### src/rtl/bsg_pkg.sv
package bsg_pkg;
  typedef enum logic {
    ORDER_LINEAR = 1'b0,
    ORDER_XOR    = 1'b1
  } order_e;
endpackage

### src/rtl/bsg_beat_counter.sv
module bsg_beat_counter #(
  parameter int W = 2
) (
  input  logic         clk,
  input  logic         rst,
  input  logic         load,
  input  logic         step,
  output logic [W-1:0] cnt,
  output logic [W-1:0] cnt_next
);
  logic [W-1:0] cnt_q;

  always_comb begin
    if (load)      cnt_next = '0;
    else if (step) cnt_next = cnt_q + 1'b1;
    else           cnt_next = cnt_q;
  end

  always_ff @(posedge clk) begin
    if (rst) cnt_q <= '0;
    else     cnt_q <= cnt_next;
  end

  assign cnt = cnt_q;
endmodule

### src/rtl/bsg_order_map.sv
module bsg_order_map
  import bsg_pkg::*;
#(
  parameter int W = 2
) (
  input  order_e       order,
  input  logic [W-1:0] base_low,
  input  logic [W-1:0] beat,
  output logic [W-1:0] low
);
  always_comb begin
    if (order == ORDER_XOR) low = base_low ^ beat;
    else                    low = base_low + beat;
  end
endmodule

### src/rtl/burst_addr_seq.sv
module burst_addr_seq
  import bsg_pkg::*;
#(
  parameter int ADDR_W = 19,
  parameter int BEAT_W = 2
) (
  input  logic              clk,
  input  logic              rst,
  input  logic              proc_strobe,
  input  logic              ctrl_strobe,
  input  logic              advance,
  input  logic              order_sel,
  input  logic [ADDR_W-1:0] start_addr,
  output logic [ADDR_W-1:0] addr_out,
  output logic [BEAT_W-1:0] beat_idx
);
  localparam int UPPER_W = ADDR_W - BEAT_W;

  logic              load;
  logic [ADDR_W-1:0] base_q;
  order_e            mode_q;
  logic [BEAT_W-1:0] cnt_next;
  logic [BEAT_W-1:0] low_next;
  logic [ADDR_W-1:0] step_addr;
  logic [ADDR_W-1:0] addr_q;

  assign load = proc_strobe | ctrl_strobe;

  // Start address and order are captured together at a load.
  always_ff @(posedge clk) begin
    if (rst) begin
      base_q <= '0;
      mode_q <= ORDER_LINEAR;
    end else if (load) begin
      base_q <= start_addr;
      mode_q <= order_e'(order_sel);
    end
  end

  bsg_beat_counter #(.W(BEAT_W)) u_cnt (
    .clk      (clk),
    .rst      (rst),
    .load     (load),
    .step     (advance),
    .cnt      (beat_idx),
    .cnt_next (cnt_next)
  );

  bsg_order_map #(.W(BEAT_W)) u_map (
    .order    (mode_q),
    .base_low (base_q[BEAT_W-1:0]),
    .beat     (cnt_next),
    .low      (low_next)
  );

  generate
    if (UPPER_W > 0) begin : g_upper
      assign step_addr = {base_q[ADDR_W-1:BEAT_W], low_next};
    end else begin : g_no_upper
      assign step_addr = low_next;
    end
  endgenerate

  always_ff @(posedge clk) begin
    if (rst)          addr_q <= '0;
    else if (load)    addr_q <= start_addr;
    else if (advance) addr_q <= step_addr;
  end

  assign addr_out = addr_q;
endmodule

### config.mk
export PLATFORM = sky130hd
export DESIGN_NAME = burst_addr_seq
export DESIGN_NICKNAME = d
export VERILOG_FILES = /design/src/rtl/bsg_pkg.sv /design/src/rtl/bsg_beat_counter.sv /design/src/rtl/bsg_order_map.sv /design/src/rtl/burst_addr_seq.sv
export SDC_FILE = /design/constraint.sdc
export NUM_CORES = 1
export LEC_CHECK = 0
export ABC_AREA = 1
export BUFFER_PORTS_ARGS = -buffer_cell sky130_fd_sc_hd__buf_2
export CAP_MARGIN = 5
export CORE_UTILIZATION = 35
export DETAILED_ROUTE_END_ITERATION = 8
export GPL_TIMING_DRIVEN = 0
export PLACE_DENSITY = 0.61
export SYNTH_ARGS = -nofsm -noshare
export SYNTH_HDL_FRONTEND = slang
export SYNTH_SLANG_ARGS = --single-unit
### constraint.sdc
create_clock -name clk -period 1.8 [get_ports clk]
set_input_delay 0.09 -clock clk [delete_from_list [all_inputs] [get_ports clk]]
set_output_delay 0.09 -clock clk [all_outputs]
set_load 0.01 [all_outputs]
==> results.md, run 1 <==
- RSZ-0062 raised after global routing: false
- Area leader, netlist: dfxtp_1
- F_max: 742 MHz
- Via Count: 1266
- Yosys cell types: 19
- Wirelength per Cell: 12.1 um
- GP Congestion: 0.681
- Synth top cells by count: 41 x dfxtp_1, 22 x a21oi_1, 21 x nor2_1
- Total Routing Usage GR: 15.1%
- Outcome: complete, no violations
- Clock share of power: 32.5%
- Final Non-Filler Cells: 267
- CTS tree: built
- Die Wd: 68.3 um
- Fin crit share: 74.9%
- Final setup TNS: 0 ns
- Fill count: 414
- Max-slew violations: 0
- Arr. time, crit path: 1.57 ns
- Setup crit start kind: register
- Internal: 1.38 mW
- Design Power: 1.81 mW
- Final worst slack: 0.452 ns
- Ys flop type: dfxtp_1
- DRT antenna net count: 0
- Initial antenna violation count: 0
- Worst path required time: 2.02 ns
- Post-synthesis sequential area ratio: 53.4%
- NumNets Final: 243
- Syn_nets: 191
- Sw Ratio: 24.2%
- CTS max path bufs: 2
- Total grt overflow: 0
- Worst setup EP type: register
- Top post-synthesis cells by area: dfxtp_1 53%, mux2i_1 11%, a21oi_1 7.2%
- P_leak: 0.908 nW
- Post-synth EDFFs: 0
- Most common cell in the netlist: dfxtp_1
- Worst Hold Class: input port to register
- Slew @ Worst Pin: 0.539 ns
- Cell Area, Synth: 0.00154 mm^2
- Hold buffers post-CTS: 0
- Area delta synth->final: 24.3%
- PwrDens: 949 mW/mm^2
- Share of cells above drive strength 1: 27.6%
- PortBufs: 45
- # DRC: 0
- Final setup viols: 0
- Syn_area_per_cell: 9.31 um^2
- Crit path kind: register to register
- Crit path max fanout: 4
- Hold depth: 3
- Vias in the first global route: 1142
- Gate Count Post-Synth: 165
- Register bit total from synthesis: 41
- PostCTS Resize Cnt: 0
- VDD IR-drop max: 0.611 mV
- Max Cap Viol: 0
- Die Ht: 68.3 um
- Register share of total power: 54.9%
- Largest net degree at the start of global routing: 12
- # diodes: 0
- Number of buffers created by CTS: 5
- Worst-case reg-to-reg path depth: 10
- Post-Place Setup Slack: 0.201 ns
- Multi-input combinational cell area: 599 um^2
- FF+latch area: 821 um^2
- Clock latency on the worst-skew pair: 0.29 ns
- Total Wirelength: 3230 um
- Number of H-tree levels: 2
- Root buffer cell: clkbuf_8
- Layout Skew: 0.00194 ns
- Comb pwr share: 12.6%
- Share of the synthesized area in the top cell type: 53.4%
- TritonCTS Sinks: 41
- DP Cell Count: 260
- Slew HR: 64.0%
- Hpwl dp: 2330 um
- Post-layout util: 46.4%
- Starting Density: 37.3%
- Syn. warnings: 0
- First-pass GRT wire length: 5150 um
- Setup bufs post-CTS: 0
- Rows: 23
- Final hold violations: 0
- Die area: 0.00466 mm^2
- Async SR Flop Fraction: 0%
- Final Critical Period: 1.35 ns
- Core area: 0.00412 mm^2
- Clk slew on worst S/H paths: 0.07 ns
- IO Pins: 46
- Psw: 0.438 mW
- Drt first-iter violations: 53
- Drt pass-1 iters: 4
- Vias per cell: 4.74
power by group through the flow:
stage | registers [mW] | clock network, mW | logic, mW
2_1_floorplan | 1.03 | 0 | 0.126
3_3_place_gp | 1.01 | 0 | 0.229
3_5_place_dp | 1.02 | 0 | 0.232
4_1_cts | 0.995 | 0.608 | 0.233
5_1_grt | 1.00 | 0.647 | 0.257
6_report | 0.995 | 0.590 | 0.229
logic make-up after synthesis:
kind of cell | after synthesis | synth area share (%)
AO/OA/AOI/OAI | 44 | 14.3
AND/OR/NAND/NOR | 42 | 12.8
flip-flops | 41 | 53.4
buffers and inverters | 20 | 7.57
multiplexers | 17 | 11.1
adder cells (fa/ha/maj) | 1 | 0.814
registers in the layout, summed over array words and instances, names as in the netlist:
register	count
mode_q	1
addr_out	19
u_cnt.cnt	2
base_q	19
cell usage in the layout (no fill, tap or decap), drive strengths merged:
master  count
mux2i      17
nor3        1
nand2      14
inv        11
dfxtp      41
nor2       22
clkbuf      9
ha          1
o21ai      22
buf        52
nand3       4
a21oi      22
nor4        1
metal layers:
metal	share of wire (%)	track usage (%)	up-vias
li1	-	-	653
met5	0	0	-
met2	47	24.5	34
met3	5.8	5.83	5
met1	46	18.5	574
met4	1.0	4.17	0
worst max-delay path, stage by stage, from the launching register on:
cell and delay, ns:
dfxtp_1 0.33, nand2_1 0.08, inv_1 0.06, nor3_1 0.17, ha_1 0.22, nand2_1 0.08
nand2_1 0.06, nand2_1 0.05, nand2_1 0.05, nand3_1 0.07, a21oi_1 0.12
area by class of cell:
type	instances	share of cell area, %
Sequential cell	41	43.0
Inverter	11	2.16
Multi-Input combinational cell	104	31.4
Timing Repair Buffer	45	11.8
Clock buffer	7	4.52
Buffer	9	3.93
Tap cell	50	3.27
metrics by stage:
step / hold slack, ns / cell area (um^2)
detailed placement: 0.353 / 1820
global placement: 0.351 / 1820
finish: 0.0574 / 1910
floorplan: 0.254 / 1540
global route: 0.0565 / 1910
CTS: 0.0560 / 1910
final timing paths:
path                        from           to  slack (ns)
setup / recovery    u_cnt.cnt[0]  addr_out[1]        0.45
setup reg to reg    u_cnt.cnt[0]  addr_out[1]        0.45
hold reg to reg        base_q[0]    base_q[0]        0.48
hold / removal    start_addr[10]   base_q[10]        0.06
Note: power is estimated with default switching activity, not from simulation.
==> run 2: changes to the inputs <==
--- a/config.mk
+++ b/config.mk
@@ -11,7 +11,7 @@
 export CORE_UTILIZATION = 35
 export DETAILED_ROUTE_END_ITERATION = 8
 export GPL_TIMING_DRIVEN = 0
-export PLACE_DENSITY = 0.61
+export PLACE_DENSITY = 0.63
 export SYNTH_ARGS = -nofsm -noshare
 export SYNTH_HDL_FRONTEND = slang
 export SYNTH_SLANG_ARGS = --single-unit
==> constraint.sdc (replaced) <==
create_clock -name clk -period 1.2 [get_ports clk]
set_input_delay 0.06 -clock clk [delete_from_list [all_inputs] [get_ports clk]]
set_output_delay 0.06 -clock clk [all_outputs]
set_load 0.01 [all_outputs]
==> run 2 against run 1 <==
Compared with the run above:
- non-clock buffer count up 1
- combinational power up 53%
- sequential share of layout area down 0.42 points
- cell count up 0.75%
- power up 47%
- worst hold slack worse by 0.023 ns
- sequential power up 50%
- critical path depth down 1
- highest routed layer unchanged
- the flow now finishes with violations (negative setup slack)
- setup slack worse by 0.54 ns
- largest cell class unchanged
- sequential cell count unchanged
==> results.md, run 2 (synthesized netlist as in run 1, its figures left out) <==
- Clock share of power: 31.2%
- Number of buffers created by CTS: 5
- Max Cap Viol: 0
- # DRC: 0
- Rows: 23
- Worst path required time: 1.42 ns
- Outcome: finished with violations
- Register share of total power: 55.7%
- Root buffer cell: clkbuf_8
- NumNets Final: 244
- Design Power: 2.67 mW
- Design area: 0.00194 mm^2
- DP Cell Count: 260
- Fin crit share: 107%
- Total Wirelength: 3100 um
- Clk slew on worst S/H paths: 0.08 ns
- Final Critical Period: 1.29 ns
- CTS max path bufs: 2
- PwrDens: 1380 mW/mm^2
- Wirelength per Cell: 11.5 um
- Total Routing Usage GR: 14.7%
- Final Non-Filler Cells: 269
- Drt pass-1 iters: 4
- Clock latency on the worst-skew pair: 0.28 ns
- Internal: 2.01 mW
- Crit path max fanout: 3
- Initial antenna violation count: 0
- Comb pwr share: 13.1%
- Starting Density: 37.3%
- Area delta synth->final: 26.1%
- Max-slew violations: 0
- Worst setup EP type: register
- CTS tree: built
- Largest net degree at the start of global routing: 13
- IO Pins: 46
- DP Area: 0.00183 mm^2
- Die area: 0.00466 mm^2
- TritonCTS Sinks: 41
- Vias per cell: 4.58
- Die Wd: 68.3 um
- Final setup TNS: -0.0888 ns
- # diodes: 0
- Final setup viols: 1
- Hpwl dp: 2250 um
- Psw: 0.661 mW
- Commonest cells after routing, fill and taps aside: 47 x buf_2, 40 x dfxtp_1, 22 x a21oi_1, 20 x nor2_1, 17 x mux2i_1
- Failing checks: negative setup slack
- Total grt overflow: 0
- Setup crit start kind: register
- Arr. time, crit path: 1.51 ns
- Worst Hold Class: input port to register
- Final worst slack: -0.0888 ns
- P_leak: 0.912 nW
- Drt first-iter violations: 60
- First-pass GRT wire length: 5040 um
- Core area: 0.00412 mm^2
- Number of H-tree levels: 2
- RSZ-0062 raised after global routing: true
- Via Count: 1231
- Crit path kind: register to register
- Vias in the first global route: 1134
- Most common cell after layout, fill and taps aside: buf_2
- VDD IR-drop max: 0.818 mV
- Hold buffers post-CTS: 0
- PortBufs: 45
- Share of cells above drive strength 1: 31.5%
- GP Congestion: 0.748
- DRT antenna net count: 0
- Final hold violations: 0
- Slew HR: 67.0%
- Die Ht: 68.3 um
- F_max: 776 MHz
- Slew @ Worst Pin: 0.495 ns
- Layout Skew: 0.00364 ns
- Sw Ratio: 24.8%
- Post-layout util: 47.1%
run 2: through the flow:
step           hold WS [ns]  setup slack, ns
3_3_place_gp          0.323           -0.315
2_1_floorplan         0.224          -0.0264
3_5_place_dp          0.329           -0.337
5_1_grt              0.0420           -0.207
4_1_cts              0.0276          -0.0971
6_report             0.0343          -0.0888
run 2: area by class of cell:
class	instances	area [um^2]
Multi-Input combinational cell	104	619
Sequential cell	41	825
Clock inverter	2	10.0
Fill cell	410	2180
Tap cell	50	62.6
Clock buffer	6	72.6
Inverter	11	41.3
Timing Repair Buffer	46	233
Buffer	9	75.1
run 2: routing by layer:
metal  track usage [%]  routed length (um)
met2              24.0                1420
met4              5.47                  47
met5                 0                   0
met1              18.6                1490
met3              3.67                 150
run 2: what timing repair did:
item | CTS | global route
buffers inserted | 1 | 0
endpoints found under the hold margin | 0 | 0
endpoints found under the setup margin | 2 | 2
gates resized for setup | 3 | 4
pin swaps | 3 | 3
run 2: worst max-delay path, cell delays in order, from the launching register on:
cell and delay [ns]:
dfxtp_4 0.37, nor2_4 0.04, nor3_2 0.18, ha_2 0.23, nand2_2 0.06, nand2_1 0.05
nand2_1 0.05, nand2_1 0.06, nand3_1 0.07, a21oi_1 0.12
run 2: final timing paths:
check	start	end	slack, ns	depth (start not counted)
max	u_cnt.cnt[0]	addr_out[1]	-0.09	9
min	start_addr[3]	base_q[3]	0.03	3
max reg2reg	u_cnt.cnt[0]	addr_out[1]	-0.09	9
min reg2reg	base_q[0]	base_q[0]	0.48	2
run 2: power by group through the flow:
stage | Sequential (mW) | Clock [mW] | Combinational, mW
2_1_floorplan | 1.54 | 0 | 0.190
3_3_place_gp | 1.52 | 0 | 0.344
3_5_place_dp | 1.52 | 0 | 0.348
4_1_cts | 1.49 | 0.864 | 0.352
5_1_grt | 1.50 | 0.937 | 0.396
6_report | 1.49 | 0.834 | 0.350
==> run 3: changes to the inputs <==
--- a/config.mk
+++ b/config.mk
@@ -11,7 +11,7 @@
 export CORE_UTILIZATION = 35
 export DETAILED_ROUTE_END_ITERATION = 8
 export GPL_TIMING_DRIVEN = 0
-export PLACE_DENSITY = 0.63
+export PLACE_DENSITY = 0.6
 export SYNTH_ARGS = -nofsm -noshare
 export SYNTH_HDL_FRONTEND = slang
 export SYNTH_SLANG_ARGS = --single-unit
==> run 3 against run 2 <==
Compared with the run above:
- the run still ends with negative setup slack left
- sequential share of layout area down 1.7 points
- wire length up 5.8%
- via count up 5.0%
- power up 3.3%
- critical path type unchanged
- largest power group unchanged
- highest routed layer unchanged
==> results.md, run 3 (synthesized netlist as in run 1, its figures left out) <==
- Final setup viols: 1
- Number of H-tree levels: 2
- Final setup TNS: -0.0789 ns
- Outcome: finished with violations
- CP max-delay cell: dfxtp_4
- Final hold violations: 0
- Root buffer cell: clkbuf_8
- Failing checks: negative setup slack
- PortBufs: 45
- Die Ht: 68.3 um
- GRT met2 Usage: 25.0%
- DRT antenna net count: 0
- Sw Ratio: 26.4%
- Max Cap Viol: 0
- # DRC: 0
- Vias per cell: 4.72
- GR peak layer: met2
- CTS tree: built
- First-pass GRT wire length: 5210 um
- CP cell instances: nor2_4 -> nor3_4 -> ha_4 -> nand2_2 -> nand2_1 -> nand2_1 -> nand2_1 -> nand3_2 -> a21oi_2
- Total grt overflow: 0
- VDD IR-drop max: 0.777 mV
- Worst path required time: 1.43 ns
- Commonest cells after routing, fill and taps aside: 47 x buf_2, 40 x dfxtp_1, 21 x a21oi_1, 20 x nor2_1, 17 x mux2i_1
- P_leak: 0.941 nW
- Met1 GRT Util: 17.9%
- Die area: 0.00466 mm^2
- IO Pins: 46
- Crit path kind: register to register
- Total Wirelength: 3280 um
- Hpwl dp: 2260 um
- Clk slew on worst S/H paths: 0.09 ns
- Psw: 0.729 mW
- Layout Skew: 0.00801 ns
- Worst Path Buf+Inv: 0
- RSZ-0062 raised after global routing: true
- Number of buffers created by CTS: 5
- GR Util met3: 6.50%
- Largest net degree at the start of global routing: 15
- CTS max path bufs: 2
- Rows: 23
- Worst Hold Class: input port to register
- Wirelength per Cell: 12.0 um
- Max-slew violations: 0
- Vias in the first global route: 1197
- Hold buffers post-CTS: 0
- Total Routing Usage GR: 15.5%
- Hold_ws: 0.0135 ns
- NumNets Final: 249
- Share of cells above drive strength 1: 34.8%
- Setup crit start kind: register
- CP max stage delay: 0.38 ns
- Most common cell after layout, fill and taps aside: buf_2
- Die Wd: 68.3 um
- Final worst slack: -0.0789 ns
- Clock share of power: 32.4%
- Worst setup EP type: register
- Crit-path leading delay family: simple AND/OR/NAND/NOR gates
- Starting Density: 37.3%
- Via Count: 1293
- Comb pwr share: 13.7%
- GP Congestion: 0.749
- Internal: 2.03 mW
- Final Critical Period: 1.28 ns
- # diodes: 0
- Slew HR: 64.7%
- Crit path max fanout: 3
- Area delta synth->final: 31.4%
- Drt first-iter violations: 68
- Arr. time, crit path: 1.51 ns
- F_max: 782 MHz
- TritonCTS Sinks: 41
- Slew @ Worst Pin: 0.529 ns
- Drt pass-1 iters: 6
- Core area: 0.00412 mm^2
- Register share of total power: 53.9%
- PwrDens: 1370 mW/mm^2
- Initial antenna violation count: 0
- Most frequent CP cell: nand2_1
- Clock latency on the worst-skew pair: 0.29 ns
- Fin crit share: 107%
==> run 3: path summary, 6_finish.rpt <==
check | cells past startpoint | from | to | slack, ns
min | 3 | start_addr[8] | base_q[8] | 0.01
min reg2reg | 2 | base_q[7] | base_q[7] | 0.50
max reg2reg | 9 | u_cnt.cnt[0] | addr_out[1] | -0.08
max | 9 | u_cnt.cnt[0] | addr_out[1] | -0.08
==> run 3: through the flow <==
stage	setup slack, ns	utilization, %	std cells	total power, mW	cell area, um^2
4_1_cts	-0.0846	47.5	270	2.78	1950
3_5_place_dp	-0.345	44.5	260	1.87	1830
6_report	-0.0789	49.0	274	2.76	2020
3_3_place_gp	-0.327	44.5	260	1.87	1830
5_1_grt	-0.223	49.0	274	2.90	2020
2_1_floorplan	-0.0264	-	165	1.73	1550
==> run 3: per-layer routing <==
layer	part of all wire (%)	wire (um)
met1	47	1550
met2	45	1470
met3	6.5	212
met4	1.4	45
met5	0	0
==> run 3: tightest hold or removal path, cell delays in order <==
cell and delay, ns:
buf_2 0.08, mux2i_1 0.07, nor2_1 0.08
==> run 3: power by group through the flow <==
stage,registers [mW],clock network [mW],logic [mW]
CTS,1.49,0.931,0.360
global route,1.50,0.982,0.421
finish,1.49,0.894,0.378
detailed placement,1.52,0,0.350
global placement,1.52,0,0.347
floorplan,1.54,0,0.190
==> run 3: final cells by class <==
cell class	instances	area (um^2)
well taps	50	62.6
repair buffers	51	270
clock inverters	3	22.5
clock buffers	5	68.8
inverters	11	41.3
flip-flops and latches	41	825
plain buffers	9	75.1
multi-input cells	104	653
fillers	397	2100
==> run 3: what timing repair did <==
item | 4_1_cts | 5_1_grt
setup endpoints to repair | 2 | 2
gates resized for setup | 6 | 7
buffers inserted | 2 | 4
pin swaps | 7 | 4
